### config.mk
export PLATFORM = sky130hd
export DESIGN_NAME = buck_seq_ctrl
export DESIGN_NICKNAME = d
export VERILOG_FILES = /design/src/rtl/buck_seq_pkg.sv /design/src/rtl/buck_seq_ramp.sv /design/src/rtl/buck_seq_faults.sv /design/src/rtl/buck_seq_fsm.sv /design/src/rtl/buck_seq_ctrl.sv
export SDC_FILE = /design/constraint.sdc
export NUM_CORES = 1
export LEC_CHECK = 0
export BUFFER_PORTS_ARGS = -buffer_cell sky130_fd_sc_hd__buf_2
export CORE_MARGIN = 2
export CORE_UTILIZATION = 27
export DETAILED_ROUTE_END_ITERATION = 10
export HOLD_SLACK_MARGIN = 0.06
export PLACE_DENSITY = 0.48
export SYNTH_ARGS = -nofsm -noshare
export SYNTH_HDL_FRONTEND = slang
export SYNTH_SLANG_ARGS = --single-unit
### constraint.sdc
create_clock -name clk -period 7.1 [get_ports clk]
set_clock_uncertainty 0.1 [all_clocks]
set_input_delay 2.13 -clock clk [delete_from_list [all_inputs] [get_ports clk]]
set_output_delay 2.13 -clock clk [all_outputs]
set_load 0.02 [all_outputs]
### src/rtl/buck_seq_pkg.sv
package buck_seq_pkg;

    // Gate-stage command seen by the drivers
    typedef enum logic [1:0] {
        GATE_OFF    = 2'b00,
        GATE_SWITCH = 2'b01,
        GATE_LOWON  = 2'b10
    } gate_e;

    // Sequencer states
    typedef enum logic [2:0] {
        ST_IDLE,   // off, waiting for start conditions
        ST_RISE,   // soft-start ramp
        ST_REG,    // regulation on the fixed reference
        ST_FALL,   // soft-stop ramp
        ST_PARK,   // low-side held after an enable stop
        ST_WAIT    // hiccup delay after an under-voltage stop
    } seq_state_e;

    // Command from the sequencer to the ramp engine
    typedef enum logic [1:0] {
        RC_CLEAR,
        RC_HOLD,
        RC_UP,
        RC_DOWN
    } ramp_cmd_e;

    // Reason the current soft-stop was started
    typedef enum logic [1:0] {
        WHY_EN,
        WHY_UV,
        WHY_OT
    } stop_why_e;

    // Fault flags handed from the monitor to the sequencer
    typedef struct packed {
        logic uv_trip;
        logic ov_clamp;
        logic hot;
    } fault_t;

    // Integer percentage of a code, rounded down
    function automatic int scale_pct(input int base, input int pct);
        return (base * pct) / 100;
    endfunction

endpackage

### src/rtl/buck_seq_ramp.sv
module buck_seq_ramp
    import buck_seq_pkg::*;
#(
    parameter int CODE_W   = 10,
    parameter int TOP_CODE = 973,
    parameter int STEP_DIV = 20
) (
    input  logic              clk,
    input  logic              rst,
    input  ramp_cmd_e         cmd,
    output logic [CODE_W-1:0] ramp,
    output logic              at_top,
    output logic              at_zero
);
    localparam int PRE_W = (STEP_DIV > 1) ? $clog2(STEP_DIV) : 1;
    localparam logic [PRE_W-1:0]  PRE_LAST = PRE_W'(STEP_DIV - 1);
    localparam logic [CODE_W-1:0] TOP_C    = CODE_W'(TOP_CODE);

    logic [PRE_W-1:0] pre;
    logic             tick;

    assign tick    = (pre == PRE_LAST);
    assign at_top  = (ramp == TOP_C);
    assign at_zero = (ramp == '0);

    always_ff @(posedge clk) begin
        if (rst) begin
            ramp <= '0;
            pre  <= '0;
        end else begin
            case (cmd)
                RC_CLEAR: begin
                    ramp <= '0;
                    pre  <= '0;
                end
                RC_HOLD: pre <= '0;
                RC_UP: begin
                    if (tick) begin
                        pre <= '0;
                        if (!at_top) ramp <= ramp + 1'b1;
                    end else begin
                        pre <= pre + 1'b1;
                    end
                end
                RC_DOWN: begin
                    if (tick) begin
                        pre <= '0;
                        if (!at_zero) ramp <= ramp - 1'b1;
                    end else begin
                        pre <= pre + 1'b1;
                    end
                end
                default: pre <= '0;
            endcase
        end
    end

endmodule

### src/rtl/buck_seq_faults.sv
module buck_seq_faults
    import buck_seq_pkg::*;
#(
    parameter int CODE_W    = 10,
    parameter int TEMP_W    = 8,
    parameter int REF_CODE  = 819,
    parameter int UV_FILT   = 20,
    parameter int TEMP_TRIP = 150,
    parameter int TEMP_HYST = 40
) (
    input  logic              clk,
    input  logic              rst,
    input  logic [CODE_W-1:0] fb,
    input  logic [TEMP_W-1:0] temp,
    input  logic              uv_arm,
    input  logic              ov_arm,
    output fault_t            flt
);
    localparam logic [CODE_W-1:0] UV_THR  = CODE_W'(REF_CODE / 2);
    localparam logic [CODE_W-1:0] OV_TRIP = CODE_W'(scale_pct(REF_CODE, 123));
    localparam logic [CODE_W-1:0] OV_REL  = CODE_W'(scale_pct(REF_CODE, 105));
    localparam logic [TEMP_W-1:0] T_TRIP  = TEMP_W'(TEMP_TRIP);
    localparam logic [TEMP_W-1:0] T_CLR   = TEMP_W'(TEMP_TRIP - TEMP_HYST);
    localparam int FILT_W = $clog2(UV_FILT + 1);
    localparam logic [FILT_W-1:0] FILT_LAST = FILT_W'(UV_FILT - 1);

    logic [FILT_W-1:0] low_run;

    // Over-voltage clamp with release hysteresis, never latched
    always_ff @(posedge clk) begin
        if (rst || !ov_arm)       flt.ov_clamp <= 1'b0;
        else if (fb > OV_TRIP)    flt.ov_clamp <= 1'b1;
        else if (fb < OV_REL)     flt.ov_clamp <= 1'b0;
    end

    // Under-voltage run-length filter; an active clamp keeps it cleared
    always_ff @(posedge clk) begin
        if (rst || !uv_arm || flt.ov_clamp || fb >= UV_THR) begin
            low_run     <= '0;
            flt.uv_trip <= 1'b0;
        end else if (low_run == FILT_LAST) begin
            flt.uv_trip <= 1'b1;
        end else begin
            low_run <= low_run + 1'b1;
        end
    end

    // Thermal flag with hysteresis
    always_ff @(posedge clk) begin
        if (rst)             flt.hot <= 1'b0;
        else if (flt.hot)    flt.hot <= (temp > T_CLR);
        else                 flt.hot <= (temp >= T_TRIP);
    end

endmodule

### src/rtl/buck_seq_fsm.sv
module buck_seq_fsm
    import buck_seq_pkg::*;
#(
    parameter int CODE_W     = 10,
    parameter int REF_CODE   = 819,
    parameter int HICCUP_CYC = 20000
) (
    input  logic              clk,
    input  logic              rst,
    input  logic              en,
    input  logic              pg_ok,
    input  logic [CODE_W-1:0] fb,
    input  logic [CODE_W-1:0] ramp,
    input  logic              at_top,
    input  logic              at_zero,
    input  fault_t            flt,
    output ramp_cmd_e         cmd,
    output logic              uv_arm,
    output logic              ov_arm,
    output gate_e             gate,
    output logic              ramp_sel,
    output logic              sink_en
);
    localparam logic [CODE_W-1:0] REF_C = CODE_W'(REF_CODE);
    localparam int WAIT_W = $clog2(HICCUP_CYC + 1);
    localparam logic [WAIT_W-1:0] WAIT_LAST = WAIT_W'(HICCUP_CYC - 1);

    seq_state_e        state, nxt;
    stop_why_e         why, why_nxt;
    logic              reached;
    logic [WAIT_W-1:0] wait_cnt;
    logic              wait_done;
    logic              may_start;

    assign wait_done = (wait_cnt == WAIT_LAST);
    assign may_start = en && !flt.hot;

    always_comb begin
        nxt     = state;
        why_nxt = why;
        if (!pg_ok) begin
            nxt = ST_IDLE;
        end else begin
            case (state)
                ST_IDLE: if (may_start) nxt = ST_RISE;
                ST_RISE: begin
                    if (flt.hot) begin
                        nxt = ST_FALL;  why_nxt = WHY_OT;
                    end else if (!en) begin
                        nxt = ST_FALL;  why_nxt = WHY_EN;
                    end else if (at_top) begin
                        nxt = ST_REG;
                    end
                end
                ST_REG: begin
                    if (flt.hot) begin
                        nxt = ST_FALL;  why_nxt = WHY_OT;
                    end else if (!en) begin
                        nxt = ST_FALL;  why_nxt = WHY_EN;
                    end else if (flt.uv_trip) begin
                        nxt = ST_FALL;  why_nxt = WHY_UV;
                    end
                end
                ST_FALL: begin
                    if (at_zero) begin
                        case (why)
                            WHY_EN:  nxt = ST_PARK;
                            WHY_UV:  nxt = ST_WAIT;
                            default: nxt = ST_IDLE;
                        endcase
                    end
                end
                ST_PARK: if (may_start) nxt = ST_RISE;
                ST_WAIT: if (wait_done) nxt = may_start ? ST_RISE : ST_PARK;
                default: nxt = ST_IDLE;
            endcase
        end
    end

    always_ff @(posedge clk) begin
        if (rst) begin
            state    <= ST_IDLE;
            why      <= WHY_EN;
            reached  <= 1'b0;
            wait_cnt <= '0;
        end else begin
            state    <= nxt;
            why      <= why_nxt;
            wait_cnt <= (state == ST_WAIT) ? wait_cnt + 1'b1 : '0;
            if (state == ST_IDLE || state == ST_PARK || state == ST_WAIT)
                reached <= 1'b0;
            else if (state == ST_RISE && fb >= REF_C)
                reached <= 1'b1;
        end
    end

    // Ramp command: a supply loss clears the ramp at the same edge
    always_comb begin
        if (!pg_ok) cmd = RC_CLEAR;
        else begin
            case (state)
                ST_RISE: cmd = RC_UP;
                ST_REG:  cmd = RC_HOLD;
                ST_FALL: cmd = RC_DOWN;
                default: cmd = RC_CLEAR;
            endcase
        end
    end

    assign uv_arm = (state == ST_REG);
    assign ov_arm = (state == ST_RISE) || (state == ST_REG) || (state == ST_FALL);

    always_comb begin
        gate     = GATE_OFF;
        ramp_sel = 1'b1;
        sink_en  = 1'b0;
        case (state)
            ST_RISE: begin
                gate     = flt.ov_clamp ? GATE_LOWON : GATE_SWITCH;
                ramp_sel = (ramp < REF_C);
                sink_en  = reached;
            end
            ST_REG: begin
                gate     = flt.ov_clamp ? GATE_LOWON : GATE_SWITCH;
                ramp_sel = 1'b0;
                sink_en  = 1'b1;
            end
            ST_FALL: begin
                gate     = flt.ov_clamp ? GATE_LOWON : GATE_SWITCH;
                sink_en  = 1'b1;
            end
            ST_PARK, ST_WAIT: gate = GATE_LOWON;
            default: gate = GATE_OFF;
        endcase
    end

endmodule

### src/rtl/buck_seq_ctrl.sv
module buck_seq_ctrl
    import buck_seq_pkg::*;
#(
    parameter int CODE_W     = 10,
    parameter int TEMP_W     = 8,
    parameter int REF_CODE   = 819,
    parameter int TOP_CODE   = 973,
    parameter int STEP_DIV   = 20,
    parameter int UV_FILT    = 20,
    parameter int HICCUP_CYC = 20000,
    parameter int TEMP_TRIP  = 150,
    parameter int TEMP_HYST  = 40
) (
    input  logic              clk,
    input  logic              rst,
    input  logic              en,
    input  logic              pg_ok,
    input  logic [CODE_W-1:0] fb_code,
    input  logic [TEMP_W-1:0] temp_code,
    output logic [CODE_W-1:0] ramp_code,
    output logic              ramp_sel,
    output logic              sink_en,
    output logic [1:0]        gate_cmd
);
    ramp_cmd_e cmd;
    fault_t    flt;
    gate_e     gate;
    logic      at_top, at_zero, uv_arm, ov_arm;

    buck_seq_ramp #(
        .CODE_W(CODE_W), .TOP_CODE(TOP_CODE), .STEP_DIV(STEP_DIV)
    ) u_ramp (
        .clk(clk), .rst(rst), .cmd(cmd),
        .ramp(ramp_code), .at_top(at_top), .at_zero(at_zero)
    );

    buck_seq_faults #(
        .CODE_W(CODE_W), .TEMP_W(TEMP_W), .REF_CODE(REF_CODE),
        .UV_FILT(UV_FILT), .TEMP_TRIP(TEMP_TRIP), .TEMP_HYST(TEMP_HYST)
    ) u_faults (
        .clk(clk), .rst(rst), .fb(fb_code), .temp(temp_code),
        .uv_arm(uv_arm), .ov_arm(ov_arm), .flt(flt)
    );

    buck_seq_fsm #(
        .CODE_W(CODE_W), .REF_CODE(REF_CODE), .HICCUP_CYC(HICCUP_CYC)
    ) u_fsm (
        .clk(clk), .rst(rst), .en(en), .pg_ok(pg_ok), .fb(fb_code),
        .ramp(ramp_code), .at_top(at_top), .at_zero(at_zero), .flt(flt),
        .cmd(cmd), .uv_arm(uv_arm), .ov_arm(ov_arm), .gate(gate),
        .ramp_sel(ramp_sel), .sink_en(sink_en)
    );

    assign gate_cmd = gate;

endmodule

==> key figures <==
Status
  • Status: finished, final reports clean

Worst setup path
  • Max incr delay on CP: between 0.3 and 0.4 ns
  • Path depth of the worst reg2reg path: 8
  • Crit path max fanout: 10
  • CP Cell Sequence: buf_2, nand4b_1, inv_1, ha_1, and4_2, a311oi_1, o22ai_1, a21o_1, a311oi_2
  • Reg2Reg Setup Slack: 3.95 ns
  • Slowest CP cell: nand4b_1
  • WS Path Type: input port to flip-flop
  • R2r startpoint: u_fsm.state[1]$_SDFFE_PP0P_
  • Element type at the critical path end: flip-flop
  • WP data required: about 7 ns
  • Reg-to-reg endpoint: u_ramp.ramp[8]$_SDFFE_PP0P_
  • Critical path launch point type: input port
  • Arrival time at the worst endpoint: approximately 4.4 ns

GRT
  • Antenna violations before repair: 0
  • Largest net degree at the start of global routing: 20
  • Vias in the first global route: 2137
  • Gr ovfl total: 0
  • GRT Util Overall: around an eighth
  • First-pass GRT wire length: 9850 um

Placed design
  • DP Wirelength: ~4200 um
  • DP Area: 0.00276 sq mm
  • # port buffers: 35
  • Post-Place Cells: between 400 and 500
  • Gpl congestion: ~0.85

Synth
  • Async set or reset register ratio after synthesis: 0%
  • Top FF cell, synth: dfxtp_1
  • Register area share after synthesis: 34.4%
  • Post-synth EDFFs: 0
  • Yosys warns: 0
  • Average cell area after synthesis: 8.45 sq um
  • Register bit total from synthesis: 44
  • Cell variety after synth: 56
  • Net count after synthesis: 330
  • Cells after Synth: 303
  • Cell area after technology mapping: between 0.002 and 0.003 sq mm

Clocking
  • # clock sinks: 44
  • Clock Path Buffers: 2
  • CTS tree: done
  • Quantity of hold-fixing buffers added after cts: 0
  • CTS Root Buffer Type: clkbuf_8
  • H-tree depth: 2
  • Total CTS buffers: 5
  • Clk slew on worst S/H paths: 0.09 ns
  • Post-cts resize count: 0
  • Post CTS Setup Buffer Count: 0
  • Clock latency at the later pin of the worst-skew pair: 0.29 ns

Pwr
  • Max IR drop VDD: 0.0815 mV
  • Clk pwr share: around 45%
  • Total Power: around 0.00051 W
  • P_leak: approximately 1.0 nW
  • Int Power: 0.000399 W
  • Power Dens Cells: 175 mW/mm^2
  • Net Sw Frac: 21.0%
  • Psw: approximately 0.00011 W
  • Sequential power share: 49.6%
  • Combinational Power Share: 5.9%

STA
  • Final hold slack: 0.359 ns
  • RSZ-0062 raised after global routing: false
  • Max Freq: 231 MHz
  • Rel. slew slack: 46.8%
  • Tcrit/Tclk final: 60.9%
  • Max-slew violation count: 0
  • Fin Setup TNS: 0 ns
  • Hold violation total from the final report: 0
  • Min Tclk post-route: 4.33 ns
  • Final setup viols: 0
  • Slew @ Worst Pin: 0.788 ns

Layout
  • Synth-to-Final Area Change: 12.8%
  • Register area: 881 sq um
  • Fillers: 996
  • Finished Layout Cells: 459
  • Post-route cell area: a little under 0.003 sq mm
  • Layout net count: 357
  • Antenna Cells: 0
  • Layout cells sized above 1: 17.3%
  • Multi-input logic area: 0.00152 sq mm

Flow run
  • Max_cap viols: 0

Drt
  • 1st-iter DRT viols: between 100 and 150
  • WL final: 5820 um
  • Vias: around 2200
  • Via density: 4.90
  • DR pass1 iterations: 4
  • DR WL/cell: 12.7 um
  • DRC: 0
  • Detail Route Antenna Nets: 0

Floorplan
  • Initial Util: between 20 and 30%
  • Core area: 0.00924 sq mm
  • Number of core rows: 35
  • Die X-Extent: 101 um
  • Die Height: 101 um
  • Die ar.: between 0.01 and 0.015 sq mm
  • Number of I/O pins: 36

Min path
  • Hold Path Depth: 1
  • Worst Hold End: u_ramp.pre[0]$_SDFF_PP0_
  • Worst min-delay path class: flip-flop to flip-flop
  • Min-delay src: u_ramp.pre[0]$_SDFF_PP0_
[Yosys cell counts, types with 5 or more instances]
cell type,number,area share (%)
a21o_1,5,1.5
buf_6,5,2.2
a21oi_1,10,2.0
ha_1,5,2.4
xor2_1,13,4.4
nor3_1,15,2.9
mux2i_1,5,2.0
nand2_1,30,4.4
dfxtp_1,44,34
nand3_1,15,2.9
and3_1,5,1.2
o21ai_0,11,2.2
clkbuf_1,5,0.73
xnor2_1,10,3.4
inv_1,7,1.0
a311oi_2,6,3.5
nor2_1,39,5.7
[cell usage in the layout (no fill, tap or decap), types with 5 or more instances in the layout]
| cell | Yosys | final |
|---|---|---|
| dfxtp_1 | 44 | 44 |
| nor2_1 | 39 | 39 |
| buf_2 | 0 | 35 |
| nand2_1 | 30 | 30 |
| nor3_1 | 15 | 15 |
| nand3_1 | 15 | 15 |
| xor2_1 | 13 | 13 |
| o21ai_0 | 11 | 11 |
| a21oi_1 | 10 | 10 |
| xnor2_1 | 10 | 10 |
| inv_1 | 7 | 7 |
| a311oi_2 | 6 | 6 |
| mux2i_1 | 5 | 5 |
| a21o_1 | 5 | 5 |
| and3_1 | 5 | 5 |
| ha_1 | 5 | 5 |
| clkbuf_8 | 4 | 5 |
[power groups by stage]
| stage | sequential, W | clock [W] | combinational (W) |
|---|---|---|---|
| 5_1_grt | 0.000251 | 0.000244 | 0.0000328 |
| 6_report | 0.000251 | 0.000225 | 0.0000298 |
| 2_1_floorplan | 0.000254 | 0 | 0.0000218 |
| 3_3_place_gp | 0.000257 | 0 | 0.0000297 |
| 4_1_cts | 0.000251 | 0.000233 | 0.0000302 |
| 3_5_place_dp | 0.000257 | 0 | 0.0000301 |
[cell families (layout without fill, tap and decap cells)]
| group | after synthesis | in the layout | share of synthesized area [%] |
|---|---|---|---|
| AND/OR/NAND/NOR | 137 | 137 | 26.4 |
| adder cells (fa/ha/maj) | 5 | 5 | 2.44 |
| multiplexers | 5 | 5 | 1.96 |
| flip-flops | 44 | 44 | 34.4 |
| AO/OA/AOI/OAI | 67 | 67 | 20.5 |
| buffers and inverters | 22 | 49 | 6.40 |
| XOR/XNOR | 23 | 23 | 7.87 |
[layer usage]
layer  up-vias  routed length, um  track usage, %
li1       1154                  -               -
met1      1064               2730            14.5
met2        27               2870            20.8
met3         4                154            2.28
met4         0                 62            3.53
met5         -                  0               0
[worst max path at each step]
stage           from                           to  slack [ns]  depth (start not counted)
2_1_floorplan  pg_ok  u_ramp.ramp[8]$_SDFFE_PP0P_        2.99                          8
3_3_place_gp   pg_ok  u_ramp.ramp[8]$_SDFFE_PP0P_        2.62                          9
3_5_place_dp   pg_ok  u_ramp.ramp[8]$_SDFFE_PP0P_        2.51                          9
4_1_cts        pg_ok  u_ramp.ramp[8]$_SDFFE_PP0P_        2.81                          9
5_1_grt        pg_ok  u_ramp.ramp[8]$_SDFFE_PP0P_        2.54                          9
6_report       pg_ok  u_ramp.ramp[8]$_SDFFE_PP0P_        2.77                          9
[cell type report]
| type | instances | share of cell area [%] |
|---|---|---|
| clock buffers | 5 | 2.38 |
| clock inverters | 2 | 2.08 |
| inverters | 7 | 0.910 |
| multi-input cells | 237 | 52.5 |
| flip-flops and latches | 44 | 30.5 |
| well taps | 129 | 5.59 |
| repair buffers | 35 | 6.07 |
[flip-flops by register name (all words and copies together), names as in the netlist]
name and flops:
u_fsm.why 2, u_fsm.state 3, u_faults.low_run 5, u_fsm.wait_cnt 15, u_ramp.pre 5, u_faults.flt 3, u_fsm.reached 1, u_ramp.ramp 10
[per-stage QoR]
stage               util, %  worst slack, ns
CTS                    31.3             2.81
global placement       29.9             2.62
finish                 31.3             2.77
floorplan                 -             2.99
detailed placement     29.9             2.51
global route           31.3             2.54
[critical path, delay by kind of cell]
kind | cells | cell delay, ns
compound gates | 4 | 0.89
simple gates | 2 | 0.65
buf+inv | 2 | 0.45
fa+ha+maj | 1 | 0.32
Power figures use the tool's default switching activity.
